[config.mk]
export PLATFORM = sky130hd
export DESIGN_NAME = sinc_decim
export DESIGN_NICKNAME = d
export VERILOG_FILES = /design/src/rtl/sinc_pkg.sv /design/src/rtl/sinc_ctrl.sv /design/src/rtl/sinc_integ.sv /design/src/rtl/sinc_comb.sv /design/src/rtl/sinc_decim.sv
export SDC_FILE = /design/constraint.sdc
export NUM_CORES = 1
export LEC_CHECK = 0
export ABC_CLOCK_PERIOD_IN_PS = 9200
export BUFFER_PORTS_ARGS = -buffer_cell sky130_fd_sc_hd__buf_2
export CAP_MARGIN = 20
export CORE_MARGIN = 2
export CORE_UTILIZATION = 40
export DETAILED_ROUTE_END_ITERATION = 8
export PLACE_DENSITY = 0.57
export REMOVE_ABC_BUFFERS = 1
export SYNTH_ARGS = -nofsm -noshare
export SYNTH_HDL_FRONTEND = slang
export SYNTH_HIERARCHICAL = 1
export SYNTH_SLANG_ARGS = --single-unit
[constraint.sdc]
create_clock -name clk -period 9.2 [get_ports clk]
set_input_delay 0.92 -clock clk [delete_from_list [all_inputs] [get_ports clk]]
set_output_delay 0.92 -clock clk [all_outputs]
set_load 0.01 [all_outputs]
[src/rtl/sinc_pkg.sv]
package sinc_pkg;

    typedef enum logic [1:0] {
        ST_STANDBY = 2'd0,
        ST_SETTLE  = 2'd1,
        ST_RUN     = 2'd2
    } sinc_state_e;

endpackage

[src/rtl/sinc_ctrl.sv]
module sinc_ctrl
    import sinc_pkg::*;
#(
    parameter int SEL_W      = 3,
    parameter int BASE_LOG2  = 7,
    parameter int TURBO_LOG2 = 6,
    parameter int MAX_LOG2   = 14,
    parameter int LOG2_W     = 4,
    parameter int SETTLE_N   = 3
) (
    input  logic              clk,
    input  logic              rst_n,
    input  logic              standby_i,
    input  logic [SEL_W-1:0]  osr_sel_i,
    input  logic              turbo_i,
    input  logic              comb_vld_i,
    output logic              clr_o,
    output logic              mod_en_o,
    output logic              dec_stb_o,
    output logic              run_o,
    output logic [LOG2_W-1:0] osr_log2_o
);

    localparam int CNT_W = MAX_LOG2;
    localparam int SET_W = $clog2(SETTLE_N + 1);

    sinc_state_e        st_q, st_d;
    logic               mod_en_q;
    logic               dec_q;
    logic [CNT_W-1:0]   cnt_q;
    logic [CNT_W-1:0]   term;
    logic [SET_W-1:0]   settle_q;
    logic [LOG2_W-1:0]  log2_q;
    logic               clr;

    assign clr  = standby_i || (st_q == ST_STANDBY);
    assign term = CNT_W'((32'd1 << log2_q) - 32'd1);

    // next-state logic
    always_comb begin
        st_d = st_q;
        unique case (st_q)
            ST_STANDBY: begin
                if (!standby_i) st_d = ST_SETTLE;                      // wake
            end
            ST_SETTLE: begin
                if (standby_i) st_d = ST_STANDBY;                      // sleep
                else if (comb_vld_i && settle_q == SET_W'(SETTLE_N - 1))
                    st_d = ST_RUN;                                     // settled
            end
            ST_RUN: begin
                if (standby_i) st_d = ST_STANDBY;                      // sleep
            end
            default: st_d = ST_STANDBY;
        endcase
    end

    // state register
    always_ff @(posedge clk) begin
        if (!rst_n) st_q <= ST_STANDBY;
        else        st_q <= st_d;
    end

    // per-state outputs: divider, decimation counter, settle count, config
    always_ff @(posedge clk) begin
        if (!rst_n) begin
            mod_en_q <= 1'b0;
            dec_q    <= 1'b0;
            cnt_q    <= '0;
            settle_q <= '0;
            log2_q   <= LOG2_W'(BASE_LOG2);
        end else begin
            if (clr) begin
                mod_en_q <= 1'b0;
                dec_q    <= 1'b0;
                cnt_q    <= '0;
                settle_q <= '0;
            end else begin
                mod_en_q <= ~mod_en_q;
                dec_q    <= mod_en_q && (cnt_q == term);
                if (mod_en_q) cnt_q <= (cnt_q == term) ? '0 : cnt_q + 1'b1;
                if (st_q == ST_SETTLE && comb_vld_i) settle_q <= settle_q + 1'b1;
            end
            if (st_q == ST_STANDBY)
                log2_q <= turbo_i ? LOG2_W'(TURBO_LOG2)
                                  : LOG2_W'(BASE_LOG2) + LOG2_W'(osr_sel_i);
        end
    end

    assign clr_o      = clr;
    assign mod_en_o   = mod_en_q;
    assign dec_stb_o  = dec_q;
    assign run_o      = (st_q == ST_RUN);
    assign osr_log2_o = log2_q;

endmodule

[src/rtl/sinc_integ.sv]
module sinc_integ #(
    parameter int W     = 44,
    parameter int ORDER = 3
) (
    input  logic                clk,
    input  logic                rst_n,
    input  logic                clr_i,
    input  logic                en_i,
    input  logic                bit_i,
    output logic signed [W-1:0] sum_o
);

    logic signed [W-1:0] acc_q [ORDER];
    logic signed [W-1:0] feed  [ORDER];

    // +1 for a one, -1 for a zero
    assign feed[0] = bit_i ? {{(W-1){1'b0}}, 1'b1} : {W{1'b1}};

    for (genvar g = 0; g < ORDER; g++) begin : g_stage
        if (g > 0) begin : g_chain
            assign feed[g] = acc_q[g-1];
        end
        always_ff @(posedge clk) begin
            if (!rst_n)     acc_q[g] <= '0;
            else if (clr_i) acc_q[g] <= '0;
            else if (en_i)  acc_q[g] <= acc_q[g] + feed[g];
        end
    end

    assign sum_o = acc_q[ORDER-1];

endmodule

[src/rtl/sinc_comb.sv]
module sinc_comb #(
    parameter int W     = 44,
    parameter int ORDER = 3
) (
    input  logic                clk,
    input  logic                rst_n,
    input  logic                clr_i,
    input  logic                stb_i,
    input  logic signed [W-1:0] x_i,
    output logic signed [W-1:0] y_o,
    output logic                vld_o
);

    logic signed [W-1:0] dly_q [ORDER];
    logic signed [W-1:0] diff  [ORDER+1];
    logic signed [W-1:0] y_q;
    logic                vld_q;

    assign diff[0] = x_i;

    for (genvar g = 0; g < ORDER; g++) begin : g_stage
        assign diff[g+1] = diff[g] - dly_q[g];
        always_ff @(posedge clk) begin
            if (!rst_n)     dly_q[g] <= '0;
            else if (clr_i) dly_q[g] <= '0;
            else if (stb_i) dly_q[g] <= diff[g];
        end
    end

    always_ff @(posedge clk) begin
        if (!rst_n) begin
            y_q   <= '0;
            vld_q <= 1'b0;
        end else if (clr_i) begin
            y_q   <= '0;
            vld_q <= 1'b0;
        end else begin
            vld_q <= stb_i;
            if (stb_i) y_q <= diff[ORDER];
        end
    end

    assign y_o   = y_q;
    assign vld_o = vld_q;

endmodule

[src/rtl/sinc_decim.sv]
module sinc_decim #(
    parameter int SEL_W      = 3,
    parameter int BASE_LOG2  = 7,
    parameter int TURBO_LOG2 = 6,
    parameter int OUT_W      = 16,
    parameter int ORDER      = 3,
    parameter int SETTLE_N   = 3
) (
    input  logic             clk,
    input  logic             rst_n,
    input  logic             standby,
    input  logic [SEL_W-1:0] osr_sel,
    input  logic             turbo,
    input  logic             mod_bit,
    output logic             mod_en,
    output logic [OUT_W-1:0] data_out,
    output logic             data_rdy
);

    localparam int MAX_LOG2 = BASE_LOG2 + (1 << SEL_W) - 1;
    localparam int ACC_W    = ORDER * MAX_LOG2 + 2;
    localparam int LOG2_W   = $clog2(MAX_LOG2 + 1);
    localparam logic signed [ACC_W-1:0] POS_LIM = (ACC_W'(1) <<< (OUT_W - 1)) - ACC_W'(1);
    localparam logic signed [ACC_W-1:0] NEG_LIM = -POS_LIM - ACC_W'(1);

    logic                    clr;
    logic                    dec_stb;
    logic                    run;
    logic [LOG2_W-1:0]       osr_log2;
    logic signed [ACC_W-1:0] integ_sum;
    logic signed [ACC_W-1:0] comb_y;
    logic                    comb_vld;
    logic [7:0]              shamt;
    logic signed [ACC_W-1:0] shifted;
    logic [OUT_W-1:0]        word_d;
    logic [OUT_W-1:0]        data_q;
    logic                    rdy_q;
    logic                    take;

    sinc_ctrl #(
        .SEL_W      (SEL_W),
        .BASE_LOG2  (BASE_LOG2),
        .TURBO_LOG2 (TURBO_LOG2),
        .MAX_LOG2   (MAX_LOG2),
        .LOG2_W     (LOG2_W),
        .SETTLE_N   (SETTLE_N)
    ) u_ctrl (
        .clk        (clk),
        .rst_n      (rst_n),
        .standby_i  (standby),
        .osr_sel_i  (osr_sel),
        .turbo_i    (turbo),
        .comb_vld_i (comb_vld),
        .clr_o      (clr),
        .mod_en_o   (mod_en),
        .dec_stb_o  (dec_stb),
        .run_o      (run),
        .osr_log2_o (osr_log2)
    );

    sinc_integ #(.W(ACC_W), .ORDER(ORDER)) u_integ (
        .clk   (clk),
        .rst_n (rst_n),
        .clr_i (clr),
        .en_i  (mod_en),
        .bit_i (mod_bit),
        .sum_o (integ_sum)
    );

    sinc_comb #(.W(ACC_W), .ORDER(ORDER)) u_comb (
        .clk   (clk),
        .rst_n (rst_n),
        .clr_i (clr),
        .stb_i (dec_stb),
        .x_i   (integ_sum),
        .y_o   (comb_y),
        .vld_o (comb_vld)
    );

    // gain is N^ORDER; shift so that full scale maps onto OUT_W bits
    assign shamt   = 8'(ORDER * int'(osr_log2) - (OUT_W - 1));
    assign shifted = comb_y >>> shamt;

    always_comb begin
        if (shifted > POS_LIM)      word_d = POS_LIM[OUT_W-1:0];
        else if (shifted < NEG_LIM) word_d = NEG_LIM[OUT_W-1:0];
        else                        word_d = shifted[OUT_W-1:0];
    end

    assign take = run && comb_vld && !standby;

    always_ff @(posedge clk) begin
        if (!rst_n) begin
            data_q <= '0;
            rdy_q  <= 1'b0;
        end else begin
            rdy_q <= take;
            if (take) data_q <= word_d;
        end
    end

    assign data_out = data_q;
    assign data_rdy = rdy_q;

endmodule

# Yosys cells after proc, flatten, opt, wreduce, memory -nomap -nowiden
# Memories as Yosys holds them, arrays and structs flattened.
# Index checks and enable logic that the tools add are counted.
# totals
regBits	86
mem_bits_rw	264
inputBits	8
output_inout_bits	18
elab_cells	93
n_memories	2
# mem_list
name	words	word_bits	rd	rd_clocked_by_memory_dff	wr	line_no	text
u_comb.dly_q	3	44	3	0	3	sinc_comb.sv:14	logic signed [W-1:0] dly_q [ORDER];
u_integ.acc_q	3	44	3	0	3	sinc_integ.sv:13	logic signed [W-1:0] acc_q [ORDER];
# op_classes
add_sub_neg	11
multipliers	1
magnitude_cmp	2
eq_ne	7
shift	2
muxes	34
n_bitwise	14
n_reduce_logical	10
# op_table
cell	n
$mux 44	13
$add 44x44->44	3
$sub 44x44->44	3
$gt 44x16->1 const B	1
$lt 44x16->1 const B	1
$sshr 44x8->44	1
$mux 16	2
$add 14x1->14 const B	1
$eq 14x14->1	1
$mux 14	1
$shl 1x4->14 const A	1
$sub 14x1->14 const B	1
$mux 1	12
$or 1x1->1	12
$mux 2	4
$sub 6x4->7 const B	1
$mul 2x4->6 const A	1
$pmux 2 s3	1
$logic_and 1x1->1	5
$add 3x3->4 const A	1
$eq 2x2->1 const B	2
$mux 4	1
$ne 2x2->1 const B	2
$ne 3x2->1 const B	1
other kinds (8)	9

# Logic depth before layout (Yosys ltp)
# logic_depth
ltp_word	7
ltp_mapped	36

# Cells and area by module
# The synthesis kept the hierarchy.
# modules_own_cells
mod	instances	cells_per_inst	area_each_um2	seq_area_each_um2
sinc_comb	1	1463	13221.4	4864.7
sinc_integ	1	1308	11821.3	3963.8
sinc_decim	1	639	5147.4	340.3
sinc_ctrl	1	224	1856.8	480.5

# Worst setup path before layout
# No wires, ideal clock.
# synth_path
kind	register -> register
from	mem u_integ.acc_q[2][0]
to	reg u_comb.y_q[36] (netlist: u_comb/y_o[36])
t_arrival_ns	6.953
required_time_ns	9.072
slack_ns	2.119
stages_incl_launch_ff	35
path_cell_list	edfxtp_1 inv_1 ha_1 fa_1 nor2b_1 o21ai_0 a21oi_1 o21ai_0 a2111oi_0 nor2_1 o41ai_1 a21o_1 a21oi_1 xnor2_1 ha_1 a21o_1 a21o_1 a21oi_1 o21bai_1 a211oi_1 o31ai_1 a21o_1 a21oi_1 xnor2_1 ha_1 clkbuf_1 o21a_1 o21a_1 o41a_1 a31o_2 nor3_1 o21ai_0 a21oi_1 xor2_1 o21ai_0
# synth_lines
element	line_no	text
start: declaration	sinc_integ.sv:13	
end signal: assignment	sinc_comb.sv:39	if (stb_i) y_q <= diff[ORDER];
end: declaration	sinc_comb.sv:16	logic signed [W-1:0] y_q;

==> impl_metrics.toml <==
[yosys]
syn_avg_cell_area_um2 = 8.82
yosysTopAreaCellShare = 0.247
synth_commonest_cells = "a21oi_1 (319), nor2_1 (319), ha_1 (268)"
synthArstFlopShare = 0
syn_area_mm2 = 0.0320
synth.area.top_cells = "edfxtp_1 (25%), ha_1 (10%), dfxtp_1 (5.4%)"
synth.distinct_cells = 127
yosys_warnings = 6
syn_inst = 3634
synth_area_leader_cell = "edfxtp_1"
ys.flop_type = "edfxtp_1"
ys_ff_latch = 350
seq_area_frac_synth = 0.301
synth-edff-count = 264

[sta]
hold_viol = 0
slew_headroom = 0.343
layout_min_cycle_time_ps = 7700
tightest_slew_ps = 985
fin_crit_sh = 0.837
rsz0062_at_grt = "no"
setup_violations = 0
slew_violations = 0
fmax_mhz = 130
setup-tns-final_ps = 0
skew_ps = 30.0

[worst_setup_path]
start_kind = "flop"
critical_path.max_stage_delay_ps = 750
crit_fanout = 7
crit_type = "flop to flop"
cp_data_required_time_ps = 9730
path_common_cell = "a21oi_1"
cp-end-kind = "flop"
slowest_stage = "o31ai_1"
critPathArrivalTime_ps = 8230

[clocking]
path_clk_slew_ps = 50
postCtsHoldBufs = 0
cts_made_buffers = 46
cts_tree = "yes"
h-tree-depth = 2
cts-root-buf = "clkbuf_16"
cts.sinks = 350
insertion_delay_ps = 600
cts_repair_resize_count = 0
post-cts-setup-buffers = 0
cts_buffer_depth = 3

[grt]
grt_max_degree = 89
grt_util_all_layers = 0.185
grt_pass1_wl_mm = 128
grt_antenna_before_repair = 0
grt_pass1_vias = 25100
overflow = 0

[cells_and_area]
layout.nets = 3858
synthToLayoutAreaGrowth_pct = 7.65
drive_above_1_share = 0.0830
fin_cells = 4664
final_core_util = 0.436
fill_cells = 7968
postLayoutCellArea_mm2 = 0.0345

[routing]
wl_mm = 77.3
detail_route.wl_per_cell_um = 16.6
viasPerCell = 5.56
post-route-drc-count = 0
antenna_left = 0
drt_iter0_markers = 1563
vias = 25900
firstDrtPassIters = 9

[worst_hold_path]
min_path_type = "flop to flop"

[floorplanning]
die_x_um = 287
io_pins = 26
fp-row-count = 103
core-area_mm2 = 0.0791
start_util = 0.405
die_y_um = 287
die_area_mm2 = 0.0824

[placement]
gp_congestion = 0.923
placed_area_mm2 = 0.0330
dp_hpwl_mm = 58.3
dp.cells = 4576
port_buffers = 25

[power]
p_per_area_mw_per_mm2 = 181
power.leakage_nw = 13.9
ir_drop_uv = 132

[job]
maxCapViolations = 0

[run_status]
status = "completed"
critical path: cells and delay by family, from the launching register on:
| kind | cells | cell delay [ps] |
|---|---|---|
| buffers and inverters | 4 | 590 |
| AOI/OAI and AO/OA | 16 | 3600 |
| xor gates and xnor gates | 2 | 340 |
| DFF | 1 | 360 |
| and+or+nand+nor | 8 | 1320 |
| adders and majority gates | 4 | 1440 |
area by class of cell:
cell class	count	area [um2]	share of cell area
antenna	1	2.50	0.0000725
clock buffer	63	1270	0.0367
clock inverter	23	226	0.00656
inverter	216	812	0.0235
multi-input combinational	2901	20800	0.603
sequential	350	9650	0.280
tap	1050	1310	0.0381
timing repair buffer	60	408	0.0118
state kept, by name, summed over array words and instances (netlist names):
| signal | count |
|---|---|
| u_comb/dly_q | 132 |
| u_integ/acc_q | 132 |
| u_comb/y_o | 44 |
| data_out | 16 |
| u_ctrl/cnt_q | 14 |
| u_ctrl/osr_log2_o | 4 |
| u_ctrl/settle_q | 2 |
| u_ctrl/st_q | 2 |
| data_rdy | 1 |
| u_comb/vld_o | 1 |
| u_ctrl/dec_stb_o | 1 |
| u_ctrl/mod_en_o | 1 |
power breakdown:
part	internal (mW)	switching (mW)	total [mW]
clock	1.03	0.728	1.76
combinational	1.12	1.65	2.77
sequential	1.72	0.0214	1.74
total	3.86	2.40	6.26
cells by family (layout without fill, tap and decap cells):
group | Yosys count | after routing | synth area share
buf+inv | 383 | 362 | 0.0517
flops | 350 | 350 | 0.301
simple gates | 1147 | 1147 | 0.179
fa+ha+maj | 275 | 275 | 0.109
mux | 111 | 111 | 0.0571
xor+xnor | 241 | 241 | 0.0667
compound gates | 1127 | 1127 | 0.236
other cells | 0 | 1 | 0
path summary, 6_finish.rpt:
path | start | endpoint | slack, ps | cells after the start
setup / recovery | u_integ/acc_q[2][0] | u_comb/y_o[40] | 1500 | 34
hold / removal | u_comb/y_o[0] | u_comb/y_o[0] | 480 | 2
setup reg to reg | u_integ/acc_q[2][0] | u_comb/y_o[40] | 1500 | 34
hold reg to reg | u_comb/y_o[0] | u_comb/y_o[0] | 480 | 2
stage by stage:
step                      power (mW)  hold slack [ps]  worst slack [ps]
final                           6.26              480              1500
after global routing            6.71              530               596
after CTS                       6.31              486              1480
after detailed placement        4.52              478              1570
after global placement          4.52              472              1600
after floorplan                 3.90              420              1870
layer usage:
metal / up-vias / part of all wire / GRT usage
met2: 447 / 0.48 / 0.324
met1: 12000 / 0.46 / 0.235
met3: 156 / 0.034 / 0.0218
li1: 13300 / - / -
met4: 0 / 0.031 / 0.0650
met5: - / 0 / 0
layout by cell type (no fill, tap or decap), types with 13 or more instances in the layout:
cell type and n:
o21ai_0 237, clkbuf_1 13, nor2_1 319, a211oi_1 35
a21oi_1 319, dfxtp_1 85, o211ai_1 31, nor3_1 60
a211o_1 18, nand2_1 266, a31oi_1 34, o31ai_1 25
ha_1 267, edfxtp_1 264, a31o_2 13, clkbuf_16 47
a21boi_0 14, buf_2 25, and3_1 25, nor4_1 17
nand3_1 82, inv_1 212, xnor2_1 137, xor2_1 98
buf_4 34, a21o_1 131, o21a_1 28, or3_1 13
o21bai_1 46, nand2b_1 43, nand4_1 61, and2_1 147
mux2i_1 44, nor2b_1 42, mux4_2 51
No activity file was read; power rests on OpenSTA's default activity.
